### config.mk
export PLATFORM = sky130hd
export DESIGN_NAME = sdram_cmd_monitor
export DESIGN_NICKNAME = d
export VERILOG_FILES = /design/src/rtl/sdram_mon_pkg.sv /design/src/rtl/sdram_cmd_decode.sv /design/src/rtl/sdram_bank_tracker.sv /design/src/rtl/sdram_act_spacing.sv /design/src/rtl/sdram_legality.sv /design/src/rtl/sdram_cmd_monitor.sv
export SDC_FILE = /design/constraint.sdc
export NUM_CORES = 1
export LEC_CHECK = 0
export BUFFER_PORTS_ARGS = -buffer_cell sky130_fd_sc_hd__buf_2
export CORE_MARGIN = 2
export CORE_UTILIZATION = 31
export DETAILED_ROUTE_END_ITERATION = 8
export SYNTH_ARGS = -nofsm -noshare
export SYNTH_HDL_FRONTEND = slang
export SYNTH_HIERARCHICAL = 1
export SYNTH_SLANG_ARGS = --single-unit
### constraint.sdc
create_clock -name clk -period 2.94 [get_ports clk]
set_input_delay 0.294 -clock clk [delete_from_list [all_inputs] [get_ports clk]]
set_output_delay 0.294 -clock clk [all_outputs]
set_load 0.05 [all_outputs]
### src/rtl/sdram_mon_pkg.sv
// Package: shared command and bank-state encodings for the SDRAM command
// legality monitor. Assumes the active-low pin pattern {ras,cas,we}
// maps directly onto the command code.
package sdram_mon_pkg;

    typedef enum logic [2:0] {
        CMD_MODE_SET = 3'b000,
        CMD_REFRESH  = 3'b001,
        CMD_PRECHG   = 3'b010,
        CMD_ACTIVATE = 3'b011,
        CMD_WRITE    = 3'b100,
        CMD_READ     = 3'b101,
        CMD_BSTOP    = 3'b110,
        CMD_NOP      = 3'b111
    } cmd_e;

    typedef enum logic [1:0] {
        BK_IDLE = 2'd0,
        BK_REFR = 2'd1,
        BK_MODE = 2'd2
    } bank_st_e;

    // Commands that address one bank through the bank select input
    function automatic logic is_bank_cmd(input cmd_e op);
        return (op == CMD_PRECHG) || (op == CMD_ACTIVATE) ||
               (op == CMD_WRITE)  || (op == CMD_READ);
    endfunction

    // Commands that carry a column address (auto-precharge marker valid)
    function automatic logic is_column_cmd(input cmd_e op);
        return (op == CMD_WRITE) || (op == CMD_READ);
    endfunction

endpackage

### src/rtl/sdram_cmd_decode.sv
// Module: combinational decoder of the command pins.
// Does: turns chip select and the three strobes into a command code and
// extracts the auto-precharge request for column commands.
// Assumes: inputs are already synchronous to the monitor clock.
module sdram_cmd_decode
    import sdram_mon_pkg::*;
(
    input  logic cs_n,
    input  logic ras_n,
    input  logic cas_n,
    input  logic we_n,
    input  logic addr9,
    output cmd_e op,
    output logic ap_req,
    output logic bank_cmd
);

    // Deselected cycles read as no-op, selected ones as the pin pattern
    always_comb begin
        if (cs_n) begin
            op = CMD_NOP;
        end else begin
            op = cmd_e'({ras_n, cas_n, we_n});
        end
    end

    // Auto-precharge marker is meaningful only on reads and writes
    always_comb begin
        ap_req = is_column_cmd(op) && addr9;
    end

    // Flag commands that are judged against a single addressed bank
    always_comb begin
        bank_cmd = is_bank_cmd(op);
    end

endmodule

### src/rtl/sdram_bank_tracker.sv
// Module: state and recovery counter of one bank.
// Does: enters refresh or mode-access state on an accepted global
// command, counts down the recovery time and returns to idle.
// Assumes: go_refresh and go_mode are never asserted together, and are
// asserted only while this bank is idle (the legality judge ensures it).
module sdram_bank_tracker
    import sdram_mon_pkg::*;
#(
    parameter int TRC   = 7,
    parameter int TMRD  = 2,
    parameter int CNT_W = 3
) (
    input  logic     clk,
    input  logic     rst_n,
    input  logic     go_refresh,
    input  logic     go_mode,
    output bank_st_e state
);

    localparam logic [CNT_W-1:0] REF_LOAD  = CNT_W'(TRC - 1);
    localparam logic [CNT_W-1:0] MODE_LOAD = CNT_W'(TMRD - 1);
    localparam logic [CNT_W-1:0] ONE       = CNT_W'(1);

    logic [CNT_W-1:0] remain;

    // Enter a busy state on request, count it down, then drop back to idle
    always_ff @(posedge clk) begin
        if (!rst_n) begin
            state  <= BK_IDLE;
            remain <= '0;
        end else if (go_refresh) begin
            state  <= BK_REFR;
            remain <= REF_LOAD;
        end else if (go_mode) begin
            state  <= BK_MODE;
            remain <= MODE_LOAD;
        end else if (state != BK_IDLE) begin
            if (remain <= ONE) begin
                state  <= BK_IDLE;
                remain <= '0;
            end else begin
                remain <= remain - ONE;
            end
        end
    end

endmodule

### src/rtl/sdram_act_spacing.sv
// Module: per-bank activate spacing timers.
// Does: after an accepted activate to a bank, holds that bank's window
// open for TRRD-1 further cycles; an activate to any other bank in that
// window is too early.
// Assumes: act_fire pulses only for accepted activates.
module sdram_act_spacing #(
    parameter int BANKS  = 2,
    parameter int BANK_W = 1,
    parameter int TRRD   = 2
) (
    input  logic              clk,
    input  logic              rst_n,
    input  logic              act_fire,
    input  logic [BANK_W-1:0] act_bank,
    output logic [BANKS-1:0]  window_open
);

    localparam int RRD_W = (TRRD > 1) ? $clog2(TRRD) : 1;

    genvar b;
    generate
        if (TRRD > 1) begin : g_timed
            localparam logic [RRD_W-1:0] LOAD = RRD_W'(TRRD - 1);
            for (b = 0; b < BANKS; b++) begin : g_bank
                logic [RRD_W-1:0] cnt;
                // Reload on an activate to this bank, otherwise run down to zero
                always_ff @(posedge clk) begin
                    if (!rst_n) begin
                        cnt <= '0;
                    end else if (act_fire && (act_bank == BANK_W'(b))) begin
                        cnt <= LOAD;
                    end else if (cnt != '0) begin
                        cnt <= cnt - RRD_W'(1);
                    end
                end
                assign window_open[b] = (cnt != '0);
            end
        end else begin : g_untimed
            // A spacing of one cycle or less never blocks an activate
            assign window_open = '0;
        end
    endgenerate

endmodule

### src/rtl/sdram_legality.sv
// Module: combinational legality judge.
// Does: decides whether the decoded command is allowed given every
// bank's state and the activate spacing windows, and produces the
// accepted-command strobes that advance the trackers.
// Assumes: bank_state packs 2 bits per bank, bank 0 in the low bits.
module sdram_legality
    import sdram_mon_pkg::*;
#(
    parameter int BANKS  = 2,
    parameter int BANK_W = 1
) (
    input  cmd_e                op,
    input  logic                bank_cmd,
    input  logic [BANK_W-1:0]   bank_sel,
    input  logic [2*BANKS-1:0]  bank_state,
    input  logic [BANKS-1:0]    window_open,
    output logic                bad,
    output logic                go_refresh,
    output logic                go_mode,
    output logic                act_fire
);

    logic     all_idle;
    logic     any_mode;
    logic     other_window;
    bank_st_e target_st;

    // Summaries across all banks: everyone idle, anyone in mode access
    always_comb begin
        all_idle = 1'b1;
        any_mode = 1'b0;
        for (int i = 0; i < BANKS; i++) begin
            if (bank_state[2*i +: 2] != BK_IDLE) all_idle = 1'b0;
            if (bank_state[2*i +: 2] == BK_MODE) any_mode = 1'b1;
        end
    end

    // State of the addressed bank and spacing windows of the other banks
    always_comb begin
        target_st    = BK_IDLE;
        other_window = 1'b0;
        for (int i = 0; i < BANKS; i++) begin
            if (bank_sel == BANK_W'(i)) begin
                target_st = bank_st_e'(bank_state[2*i +: 2]);
            end else if (window_open[i]) begin
                other_window = 1'b1;
            end
        end
    end

    // Verdict for the current command
    always_comb begin
        bad = 1'b0;
        unique case (op)
            CMD_MODE_SET, CMD_REFRESH: bad = !all_idle;
            CMD_BSTOP:                 bad = any_mode;
            CMD_NOP:                   bad = 1'b0;
            default: begin
                if (bank_cmd && (target_st != BK_IDLE)) bad = 1'b1;
                if ((op == CMD_ACTIVATE) && other_window) bad = 1'b1;
            end
        endcase
    end

    // Strobes for accepted commands that change state or timers
    always_comb begin
        go_refresh = (op == CMD_REFRESH)  && !bad;
        go_mode    = (op == CMD_MODE_SET) && !bad;
        act_fire   = (op == CMD_ACTIVATE) && !bad;
    end

endmodule

### src/rtl/sdram_cmd_monitor.sv
// Module: top of the SDRAM command legality monitor.
// Does: decodes the command bus, judges each command, keeps per-bank
// state, and registers the illegal pulse, command code and auto-precharge
// marker one cycle after the sampled command.
// Assumes: a passive tap on the bus; TRC >= 2 and TRRD >= 1.
module sdram_cmd_monitor
    import sdram_mon_pkg::*;
#(
    parameter int BANKS  = 2,
    parameter int TRC    = 7,
    parameter int TRRD   = 2,
    parameter int BANK_W = (BANKS > 1) ? $clog2(BANKS) : 1
) (
    input  logic                 clk,
    input  logic                 rst_n,
    input  logic                 cs_n,
    input  logic                 ras_n,
    input  logic                 cas_n,
    input  logic                 we_n,
    input  logic [BANK_W-1:0]    bank_sel,
    input  logic                 addr9,
    output logic [2*BANKS-1:0]   bank_state,
    output logic                 illegal,
    output logic [2:0]           cmd_code,
    output logic                 auto_pre
);

    localparam int TMRD  = 2;
    localparam int MAXD  = (TRC > TMRD) ? TRC : TMRD;
    localparam int CNT_W = $clog2(MAXD + 1);

    cmd_e             op;
    logic             ap_req;
    logic             bank_cmd;
    logic             bad;
    logic             go_refresh;
    logic             go_mode;
    logic             act_fire;
    logic [BANKS-1:0] window_open;

    sdram_cmd_decode u_decode (
        .cs_n     (cs_n),
        .ras_n    (ras_n),
        .cas_n    (cas_n),
        .we_n     (we_n),
        .addr9    (addr9),
        .op       (op),
        .ap_req   (ap_req),
        .bank_cmd (bank_cmd)
    );

    sdram_legality #(
        .BANKS  (BANKS),
        .BANK_W (BANK_W)
    ) u_judge (
        .op          (op),
        .bank_cmd    (bank_cmd),
        .bank_sel    (bank_sel),
        .bank_state  (bank_state),
        .window_open (window_open),
        .bad         (bad),
        .go_refresh  (go_refresh),
        .go_mode     (go_mode),
        .act_fire    (act_fire)
    );

    sdram_act_spacing #(
        .BANKS  (BANKS),
        .BANK_W (BANK_W),
        .TRRD   (TRRD)
    ) u_spacing (
        .clk         (clk),
        .rst_n       (rst_n),
        .act_fire    (act_fire),
        .act_bank    (bank_sel),
        .window_open (window_open)
    );

    genvar b;
    generate
        for (b = 0; b < BANKS; b++) begin : g_bank
            bank_st_e st;
            sdram_bank_tracker #(
                .TRC   (TRC),
                .TMRD  (TMRD),
                .CNT_W (CNT_W)
            ) u_track (
                .clk        (clk),
                .rst_n      (rst_n),
                .go_refresh (go_refresh),
                .go_mode    (go_mode),
                .state      (st)
            );
            assign bank_state[2*b +: 2] = st;
        end
    endgenerate

    // Register the verdict and the decoded view of the sampled command
    always_ff @(posedge clk) begin
        if (!rst_n) begin
            illegal  <= 1'b0;
            cmd_code <= CMD_NOP;
            auto_pre <= 1'b0;
        end else begin
            illegal  <= bad;
            cmd_code <= op;
            auto_pre <= ap_req;
        end
    end

endmodule

Word-level counts from Yosys, hierarchy flattened
Cells that the tools add are included.

operators by class
  add/sub/neg operators = 4
  magnitude comparators = 2
  equal/unequal tests = 9
  multiplexer cells = 33
  bitwise operators = 2
  reduce and logical (&&, ||, !) cells = 32

operators by type and width
  cell                                                                    number
  3-bit two-way mux                                                       9
  1-bit two-way mux                                                       16
  2-bit two-way mux                                                       7
  2-bit nonzero test                                                      7
  3-bit == test (second input constant)                                   4
  3-bit nonzero test                                                      4
  1-bit logical AND                                                       8
  2-bit AND reduction                                                     4
  3-bit by 2-bit == test with 1-bit output (second input constant)        2
  3-bit by 1-bit <= comparator with 1-bit output (second input constant)  2
  3-bit by 1-bit subtractor with 3-bit output (second input constant)     2
  2-bit == test (second input constant)                                   2
  1-bit logical OR                                                        4
  2-bit OR reduction                                                      2
  3-bit by 1-bit == test with 1-bit output (second input constant)        1
  3-bit logical NOT                                                       1
  1-bit case mux with 3 select lines                                      1
  1-bit logical NOT                                                       2
  1-bit NOT                                                               2
  1-bit subtractor (second input constant)                                2

storage, ports and cells
  flip-flop bits (word level) = 17

Longest topological paths before layout
Gate-level depths: netlist of the first run.

  word-level depth = 13
  depth in mapped cells = 9
  mapped depth without buffers = 9

Modules after synthesis
Netlist of the first run, hierarchy kept.

modules (own cells, without submodules)
  module              times used  cells each  area an instance (um^2)  sequential area each (um^2)
  sdram_bank_tracker  2           32          286.5                    100.1
  sdram_legality      1           16          141.4                    0.0
  sdram_cmd_monitor   1           10          131.4                    100.1
  sdram_act_spacing   1           6           71.3                     40.0
  sdram_cmd_decode    1           7           43.8                     0.0

Worst setup path before layout of the first run
OpenSTA, ideal clock, no wires.

  path type = register to register
  start = reg g_bank[0].u_track.state[0]
  end = reg g_bank[0].u_track.remain[2]
  setup time = 0.116 ns
  arrival time = 2.530 ns
  setup slack = 0.293 ns
  stages on the path, launching flop included = 8
  period minus slack after synthesis = 2.647 ns
  cells stage by stage = dfxtp_1 > nand2b_1 > a2111oi_0 > o32a_4 > nor4_1 > nand3b_1 > o21ai_0 > a41o_1

on the way
  cells in the longest elaborated chain, start to end = 10

ends and longest elaborated chain
  what                                  RTL line                  text
  start, declared                       sdram_bank_tracker.sv:17  output bank_st_e state
  start signal, assigned                sdram_bank_tracker.sv:29  state <= BK_IDLE;
  start signal, assigned                sdram_bank_tracker.sv:32  state <= BK_REFR;
  start signal, assigned                sdram_bank_tracker.sv:35  state <= BK_MODE;
  2-bit two-way mux                     sdram_legality.sv:43      if (bank_sel == BANK_W'(i)) begin
  2-bit nonzero test                    sdram_legality.sv:59      if (bank_cmd && (target_st != BK_IDLE)) bad = 1'b1;
  1-bit logical AND                     sdram_legality.sv:59
  1-bit two-way mux                     sdram_legality.sv:59
  1-bit two-way mux                     sdram_legality.sv:60      if ((op == CMD_ACTIVATE) && other_window) bad = 1'b1;
  1-bit case mux with 3 select lines *  sdram_legality.sv:54      unique case (op)
  net bad                               sdram_cmd_monitor.sv:35   logic bad;
  1-bit logical NOT *                   sdram_legality.sv:68      go_mode = (op == CMD_MODE_SET) && !bad;
  1-bit logical AND *                   sdram_legality.sv:68
  net go_mode                           sdram_cmd_monitor.sv:37   logic go_mode;
  3-bit two-way mux                     sdram_bank_tracker.sv:34  end else if (go_mode) begin
  3-bit two-way mux                     sdram_bank_tracker.sv:31  end else if (go_refresh) begin
  end signal, assigned                  sdram_bank_tracker.sv:42  remain <= remain - ONE;
  end, declared                         sdram_bank_tracker.sv:24  logic [CNT_W-1:0] remain;

Mark *: on every way through the listed nets, which the timed path passes. The rest lies on a longest branch.
A chain may end at the register's enable or synchronous reset.

Worst setup path in the final report of the first run
  start = reg g_bank[0].u_track.state[0]
  end = reg g_bank[1].u_track.remain[2]

RTL lines
  what                                                                      RTL line                  text
  2-bit two-way mux                                                         sdram_legality.sv:43
  2-bit nonzero test                                                        sdram_legality.sv:59
  1-bit logical AND                                                         sdram_legality.sv:59
  1-bit two-way mux                                                         sdram_legality.sv:59
  1-bit two-way mux                                                         sdram_legality.sv:60
  1-bit case mux with 3 select lines *                                      sdram_legality.sv:54
  net bad                                                                   sdram_cmd_monitor.sv:35
  1-bit logical NOT *                                                       sdram_legality.sv:67      go_refresh = (op == CMD_REFRESH) && !bad;
  1-bit logical AND *                                                       sdram_legality.sv:67
  net go_refresh                                                            sdram_cmd_monitor.sv:36   logic go_refresh;
  3-bit nonzero test (no line) / 3-bit two-way mux (equally long branches)  --
  end signal, assigned                                                      sdram_bank_tracker.sv:42
  end, declared                                                             sdram_bank_tracker.sv:24

Marked as above.

==> results of run 1 <==
Yosys cell counts:
cell / instances / area share, %
sky130_fd_sc_hd__nand2_1: 5 / 2.0
sky130_fd_sc_hd__nor2_1: 6 / 2.3
sky130_fd_sc_hd__o41a_1: 1 / 1.2
sky130_fd_sc_hd__buf_4: 2 / 1.6
sky130_fd_sc_hd__dfxtp_1: 17 / 35
sky130_fd_sc_hd__nor4_1: 1 / 0.65
sky130_fd_sc_hd__o32a_4: 1 / 2.3
sky130_fd_sc_hd__o221ai_1: 2 / 1.8
sky130_fd_sc_hd__o31ai_1: 2 / 1.6
sky130_fd_sc_hd__nor2_2: 3 / 2.0
sky130_fd_sc_hd__nor4b_2: 1 / 1.6
sky130_fd_sc_hd__ha_1: 5 / 6.5
sky130_fd_sc_hd__o41ai_2: 2 / 3.4
sky130_fd_sc_hd__nor2b_1: 2 / 1.3
sky130_fd_sc_hd__xnor2_1: 1 / 0.91
sky130_fd_sc_hd__a2111oi_0: 1 / 0.91
sky130_fd_sc_hd__a21oi_1: 6 / 3.1
sky130_fd_sc_hd__nand2b_1: 7 / 4.6
sky130_fd_sc_hd__and3b_1: 1 / 0.91
sky130_fd_sc_hd__o21ba_4: 2 / 3.4
sky130_fd_sc_hd__and2_1: 2 / 1.3
sky130_fd_sc_hd__mux2i_1: 1 / 1.0
sky130_fd_sc_hd__a41o_1: 2 / 2.1
sky130_fd_sc_hd__or2_4: 1 / 0.91
sky130_fd_sc_hd__o21a_1: 2 / 1.6
sky130_fd_sc_hd__o311a_1: 1 / 1.0
sky130_fd_sc_hd__or3b_1: 1 / 0.91
sky130_fd_sc_hd__inv_1: 10 / 3.9
sky130_fd_sc_hd__and3_2: 1 / 0.78
sky130_fd_sc_hd__nand3b_1: 3 / 2.3
sky130_fd_sc_hd__or2_1: 2 / 1.3
sky130_fd_sc_hd__o21ai_0: 7 / 3.6
sky130_fd_sc_hd__nor4b_1: 2 / 1.8
worst max-delay path: stages (launching register included):
cell,delay (ns)
sky130_fd_sc_hd__dfxtp_1,0.40
sky130_fd_sc_hd__o41a_1,0.46
sky130_fd_sc_hd__o32a_4,0.34
sky130_fd_sc_hd__nor4b_2,0.49
sky130_fd_sc_hd__nand2_1,0.14
sky130_fd_sc_hd__o21ai_0,0.12
sky130_fd_sc_hd__a41o_1,0.11
registers in the layout (all words and copies together) (netlist names):
signal	count
cmd_code	3
u_spacing/g_timed.g_bank.cnt	2
g_bank.u_track/state	4
auto_pre	1
illegal	1
g_bank.u_track/remain	6
worst paths after layout:
check	cells after the start	endpoint
hold reg to reg	2	g_bank[1].u_track/state[0]
setup reg to reg	6	g_bank[1].u_track/remain[2]
hold / removal	2	cmd_code[2]
setup / recovery	6	g_bank[1].u_track/remain[2]
power by group:
| part | switching [mW] | total, mW | leakage, nW | internal, mW |
|---|---|---|---|---|
| sequential | 0.00459 | 0.241 | 0.138 | 0.236 |
| clock | 0.0837 | 0.134 | 0.0177 | 0.0508 |
| combinational | 0.0397 | 0.0668 | 0.305 | 0.0272 |
cells by family (layout without fill, tap and decap cells):
kind of cell / count (synthesis) / after routing / share of synthesized area, %
buffers and inverters: 12 / 31 / 5.47
AO/OA/AOI/OAI: 29 / 29 / 26.0
XOR/XNOR: 1 / 1 / 0.912
multiplexers: 1 / 1 / 1.04
AND/OR/NAND/NOR: 38 / 38 / 24.6
flip-flops: 17 / 17 / 35.4
adder cells (fa/ha/maj): 5 / 5 / 6.51
area by class of cell:
| cell class | instances | share of cell area [%] |
|---|---|---|
| well taps | 33 | 3.75 |
| inverters | 10 | 3.41 |
| repair buffers | 17 | 7.95 |
| multi-input cells | 74 | 51.5 |
| clock buffers | 3 | 2.04 |
| flip-flops and latches | 17 | 30.9 |
| clock inverters | 1 | 0.454 |
layer usage:
layer  vias to the layer above  wire [um]  GRT usage [%]
li1                        410          -              -
met1                       358        916           14.2
met2                        32        822           17.5
met3                         4        151           4.98
met4                         0         22           4.13
met5                         -          0              0
==> results by group, run 1 <==
Worst setup path
  • CP startpoint kind: register
  • Required @ worst endpoint: 3.19 ns
  • Worst setup EP type: register
  • Beginning of the critical path: g_bank[0].u_track/state[0]
  • Worst Path Max Fanout: 9
  • Origin of the critical flop-to-flop path: g_bank[0].u_track/state[0]
  • Worst reg-to-reg setup slack: 0.82 ns
  • Critical Path AT: 2.37 ns
  • Start-to-end type of the worst setup path: register to register

Synth
  • Proportion of synthesized chip area in sequential cells: 35.4%
  • Count of mapped cells out of synthesis: 103
  • Count of unique library cells instantiated by Yosys: 33
  • Warning count from the yosys run: 6
  • Number of nets produced by synthesis: 116
  • Netlist Area Pre-Place: 961 um^2
  • Synthesized area divided by synthesized cell count: 9.33 um^2
  • Flip-flop and latch count after synthesis: 17

Final layout
  • Share of final-layout standard cells stronger than drive strength 1: 26.2%
  • Combined area of the multi-input logic cells: 568 um^2
  • Synthesis-to-finish area growth: 14.7%
  • Most used cells in the layout excluding fill and tap cells: 17 x sky130_fd_sc_hd__dfxtp_1, 16 x sky130_fd_sc_hd__buf_2, 10 x sky130_fd_sc_hd__inv_1
  • Most common cell after layout, fill and taps aside: sky130_fd_sc_hd__dfxtp_1
  • Net count, final: 136
  • FILL cells: 309
  • Storage element area: 340 um^2
  • Post-route non-filler standard cell count: 155
  • Fin util: 36.7%
  • Final Instance Area: 1100 um^2
  • Antenna diodes: 0

Placement
  • Pre-CTS WS: 0.602 ns
  • Routability-driven placement congestion ratio: 0.828
  • Count of buffers from port buffering: 16
  • Placed cell count: 151
  • Hpwl dp: 1370 um
  • DP Area: 1070 um^2

Drt
  • 1st-iter DRT viols: 33
  • DR vias: 804
  • Post-Route WL: 1910 um
  • Via density per instance: 5.19
  • Number of iterations in the first detailed-routing pass: 4
  • WL/cell: 12.3 um
  • Final antenna-violating net count: 0
  • Post-route DRC violation count: 0

Power
  • Worst IR Drop VDD: 0.000240 V
  • Leak: 0.461 nW
  • Pwr per Cell Area: 401 nW/um^2
  • Total power after layout: 0.442 mW

Global routing
  • Number of global-route vias before repair: 683
  • Number of antenna violations at the first check in global routing: 0
  • Final global-route overflow total: 0
  • First-pass GRT wire length: 3050 um
  • Total routing resource utilization after global routing: 11.5%
  • Maximum number of pins on one net before global-route repair: 20

Run
  • Maxcap violations: 0

Timing
  • Final setup vio count: 0
  • RSZ-0062 raised after global routing: no
  • Fmax: 0.472 GHz
  • Period minus WS final: 2.12 ns
  • Final slew viol count: 0
  • Post-route setup slack: 0.820 ns
  • Number of hold violations in the final report: 0
  • Crit share post-route: 72.1%
  • Hold WS: 0.311 ns
  • Post-route setup TNS: 0 ns
  • Headroom to the max-slew limit: 63.3%
  • Clock Skew: 0.00709 ns
  • Transition time at the pin with the least slew margin: 0.549 ns

Clock tree
  • Hold buffers post-CTS: 0
  • CTS Root Buffer Type: sky130_fd_sc_hd__clkbuf_4
  • Buffers inserted by post-CTS timing repair: 0
  • Post-CTS resize count: 0
  • Register clock-pin slew on the reported worst setup and hold paths: 0.11 ns
  • Maximum clock path buffer count: 2
  • Count of H-tree levels built during CTS: 1
  • TritonCTS clock tree: done
  • TritonCTS Sinks: 17
  • Number of buffers created by CTS: 3
  • Later-pin clock latency in the skew report: 0.30 ns

Die
  • Number of top-level pins: 17
  • Initial core utilization: 32.0%
  • Row count: 20
  • X dimension of the die: 59.7 um
  • Total core area: 3000 um^2
  • Vertical extent of the die: 59.7 um
  • Area of the die: 3560 um^2

Outcome
  • Status: finished clean

Worst hold path
  • Path type of the worst min-delay path: primary input to register
  • Launch point of the worst hold path: rst_n
Note: power is estimated with default switching activity, not from simulation.
==> inputs of run 2 (changes only) <==
clock period = 1.7 ns   (was 2.94 ns; I/O delays follow)
==> run 2 against run 1 <==
The flow now finishes with violations (setup timing). Sequential power rose by 71%. Via count rose by 10%. Hold slack got worse by 0.15 ns. Largest cell class unchanged.
==> results by group, run 2 (synthesis results as in run 1) <==
Outcome
  • Status: complete, but fails checks
  • Violations in the final reports: setup timing

Drt
  • 1st-iter DRT viols: 19 (-42%)
  • DR vias: 887 (+10%)
  • Number of iterations in the first detailed-routing pass: 4 (unchanged)
  • Via density per instance: 5.13 (-1.2%)
  • Post-route DRC violation count: 0 (unchanged)
  • WL/cell: 13.4 um (+8.6%)
  • Post-Route WL: 2320 um (+21%)
  • Final antenna-violating net count: 0 (unchanged)

Clock tree
  • CTS Root Buffer Type: sky130_fd_sc_hd__clkbuf_4
  • Register clock-pin slew on the reported worst setup and hold paths: 0.10 ns (about the same)
  • Count of H-tree levels built during CTS: 1 (unchanged)
  • Maximum clock path buffer count: 2 (unchanged)
  • Number of buffers created by CTS: 3 (unchanged)
  • TritonCTS clock tree: done
  • Later-pin clock latency in the skew report: 0.29 ns (about the same)
  • Hold buffers post-CTS: 0 (unchanged)
  • TritonCTS Sinks: 17 (unchanged)

Timing
  • Headroom to the max-slew limit: 79.6% (+16 points)
  • Clock Skew: 0.000840 ns (-0.00625 ns)
  • RSZ-0062 raised after global routing: yes
  • Final slew viol count: 0 (unchanged)
  • Hold WS: 0.162 ns (-0.149 ns)
  • Transition time at the pin with the least slew margin: 0.306 ns (-0.244 ns)
  • Fmax: 0.514 GHz (+9.0%)
  • Final setup vio count: 10 (+10)
  • Post-route setup slack: -0.245 ns (-1.06 ns)
  • Crit share post-route: 114% (+42 points)
  • Number of hold violations in the final report: 0 (unchanged)
  • Post-route setup TNS: -1.79 ns (-1.79 ns)
  • Period minus WS final: 1.94 ns (-0.175 ns)

Worst setup path
  • Worst setup EP type: register
  • Start-to-end type of the worst setup path: register to register
  • Required @ worst endpoint: 1.89 ns (-1.30 ns)
  • Worst Path Max Fanout: 5 (-4)
  • Critical Path AT: 2.14 ns (-0.23 ns)
  • CP startpoint kind: register

Global routing
  • Number of antenna violations at the first check in global routing: 0 (unchanged)
  • Maximum number of pins on one net before global-route repair: 20 (unchanged)
  • Final global-route overflow total: 0 (unchanged)
  • First-pass GRT wire length: 3730 um (+22%)
  • Number of global-route vias before repair: 861 (+26%)
  • Total routing resource utilization after global routing: 14.0% (+2.5 points)

Power
  • Worst IR Drop VDD: 0.000274 V (+14%)
  • Power share of the clock group: 27.7% (-2.7 points)
  • Sequential power share: 52.4% (-2.1 points)
  • Total power after layout: 0.788 mW (+78%)
  • Combinational fraction of design power: 19.9% (+4.8 points)
  • Cell internal pwr: 0.567 mW (+81%)
  • Leak: 0.570 nW (+24%)
  • Pwr per Cell Area: 589 nW/um^2 (+47%)
  • Switching fraction of total power: 28.0% (-0.91 points)
  • Net switching power: 0.221 mW (+73%)

Final layout
  • Max reg flops: 6 (unchanged)
  • Largest registers ranked by flip-flop count: g_bank.u_track/remain (6), g_bank.u_track/state (4), cmd_code (3)
  • Share of final-layout standard cells stronger than drive strength 1: 45.7% (+19 points)
  • Synthesis-to-finish area growth: 39.3%
  • Antenna diodes: 0 (unchanged)
  • Fin util: 44.6% (+7.9 points)
  • Largest reg by FF count: g_bank.u_track/remain
  • Most common cell after layout, fill and taps aside: sky130_fd_sc_hd__buf_2
  • Net count, final: 154 (+13%)
  • Most used cells in the layout excluding fill and tap cells: 16 x sky130_fd_sc_hd__buf_2, 15 x sky130_fd_sc_hd__buf_4, 13 x sky130_fd_sc_hd__dfxtp_1

Die
  • X dimension of the die: 59.7 um (unchanged)
  • Initial core utilization: 32.0% (unchanged)
  • Total core area: 3000 um^2 (unchanged)
  • Vertical extent of the die: 59.7 um (unchanged)
  • Row count: 20 (unchanged)
  • Area of the die: 3560 um^2 (unchanged)
  • Number of top-level pins: 17 (unchanged)

Placement
  • Hpwl dp: 1620 um (+18%)
  • Count of buffers from port buffering: 16 (unchanged)
  • Routability-driven placement congestion ratio: 0.882 (+6.5%)

Run
  • Maxcap violations: 0 (unchanged)

Worst hold path
  • Path type of the worst min-delay path: primary input to register
==> run 2: cell types whose count changed in the layout (fill, tap and decap cells not counted), moves of 2 or more <==
cell                      previous run  this run
sky130_fd_sc_hd__dfxtp_1            17        13
sky130_fd_sc_hd__buf_4               1        15
sky130_fd_sc_hd__dfxtp_4             0         2
sky130_fd_sc_hd__a21oi_2             0         3
sky130_fd_sc_hd__o21ai_0             7         3
sky130_fd_sc_hd__a21oi_1             6         3
sky130_fd_sc_hd__buf_6               0         4
sky130_fd_sc_hd__nor4b_1             2         0
sky130_fd_sc_hd__dfxtp_2             0         2
sky130_fd_sc_hd__nor4b_2             1         3
sky130_fd_sc_hd__o21ai_1             0         4
==> run 2: power groups by stage <==
stage	clock [mW]	combinational, mW	sequential, mW
3_3_place_gp	0	0.138	0.422
3_5_place_dp	0	0.141	0.422
4_1_cts	0.230	0.146	0.413
5_1_grt	0.252	0.168	0.414
2_1_floorplan	0	0.0690	0.443
6_report	0.219	0.157	0.413
==> run 2: final cells by class <==
| type | count | area (um^2) |
|---|---|---|
| Inverter | 10 | 40.0 |
| Timing Repair Buffer | 35 | 238 |
| Fill cell | 296 | 1660 |
| Tap cell | 33 | 41.3 |
| Sequential cell | 17 | 350 |
| Multi-Input combinational cell | 74 | 643 |
| Clock buffer | 4 | 26.3 |
==> run 2: final timing paths <==
| path | from | endpoint | slack [ns] | depth (start not counted) |
|---|---|---|---|---|
| setup / recovery | g_bank[0].u_track/state[0] | g_bank[1].u_track/remain[2] | -0.24 | 7 |
| hold / removal | bank_sel | u_spacing/g_timed.g_bank[1].cnt | 0.16 | 2 |
| setup reg to reg | g_bank[0].u_track/state[0] | g_bank[1].u_track/remain[2] | -0.24 | 7 |
| hold reg to reg | g_bank[1].u_track/remain[0] | g_bank[1].u_track/remain[0] | 0.59 | 2 |
==> run 2: routing by layer <==
| metal | share of wire [%] | track usage (%) | up-vias | routed length [um] |
|---|---|---|---|---|
| li1 | - | - | 444 | - |
| met1 | 43 | 16.5 | 410 | 1000 |
| met2 | 51 | 23.8 | 31 | 1180 |
| met3 | 5.1 | 5.19 | 2 | 119 |
| met4 | 0.52 | 3.81 | 0 | 12 |
| met5 | 0 | 0 | - | 0 |
==> run 2: worst max-delay path, stage by stage (launching register included) <==
cell and delay, ns:
sky130_fd_sc_hd__dfxtp_4 0.37, sky130_fd_sc_hd__o41a_1 0.43, sky130_fd_sc_hd__o32a_4 0.35, sky130_fd_sc_hd__nor4_4 0.19, sky130_fd_sc_hd__buf_6 0.16, sky130_fd_sc_hd__nand3b_1 0.10, sky130_fd_sc_hd__o21ai_1 0.06, sky130_fd_sc_hd__a41o_1 0.20
==> run 2: stage by stage <==
| stage | std cells | instance area (um^2) | setup WS, ns |
|---|---|---|---|
| 2_1_floorplan | 103 | 988 | -0.297 |
| 3_3_place_gp | 164 | 1200 | -0.355 |
| 3_5_place_dp | 164 | 1200 | -0.430 |
| 4_1_cts | 169 | 1260 | -0.249 |
| 5_1_grt | 173 | 1340 | -0.352 |
| 6_report | 173 | 1340 | -0.245 |
==> run 2: repair_timing <==
action / in CTS / in global routing
setup endpoints to repair: 12 / 12
gates cloned: 1 / 0
setup buffers: 0 / 4
pin swaps: 0 / 5
gates resized for setup: 6 / 13
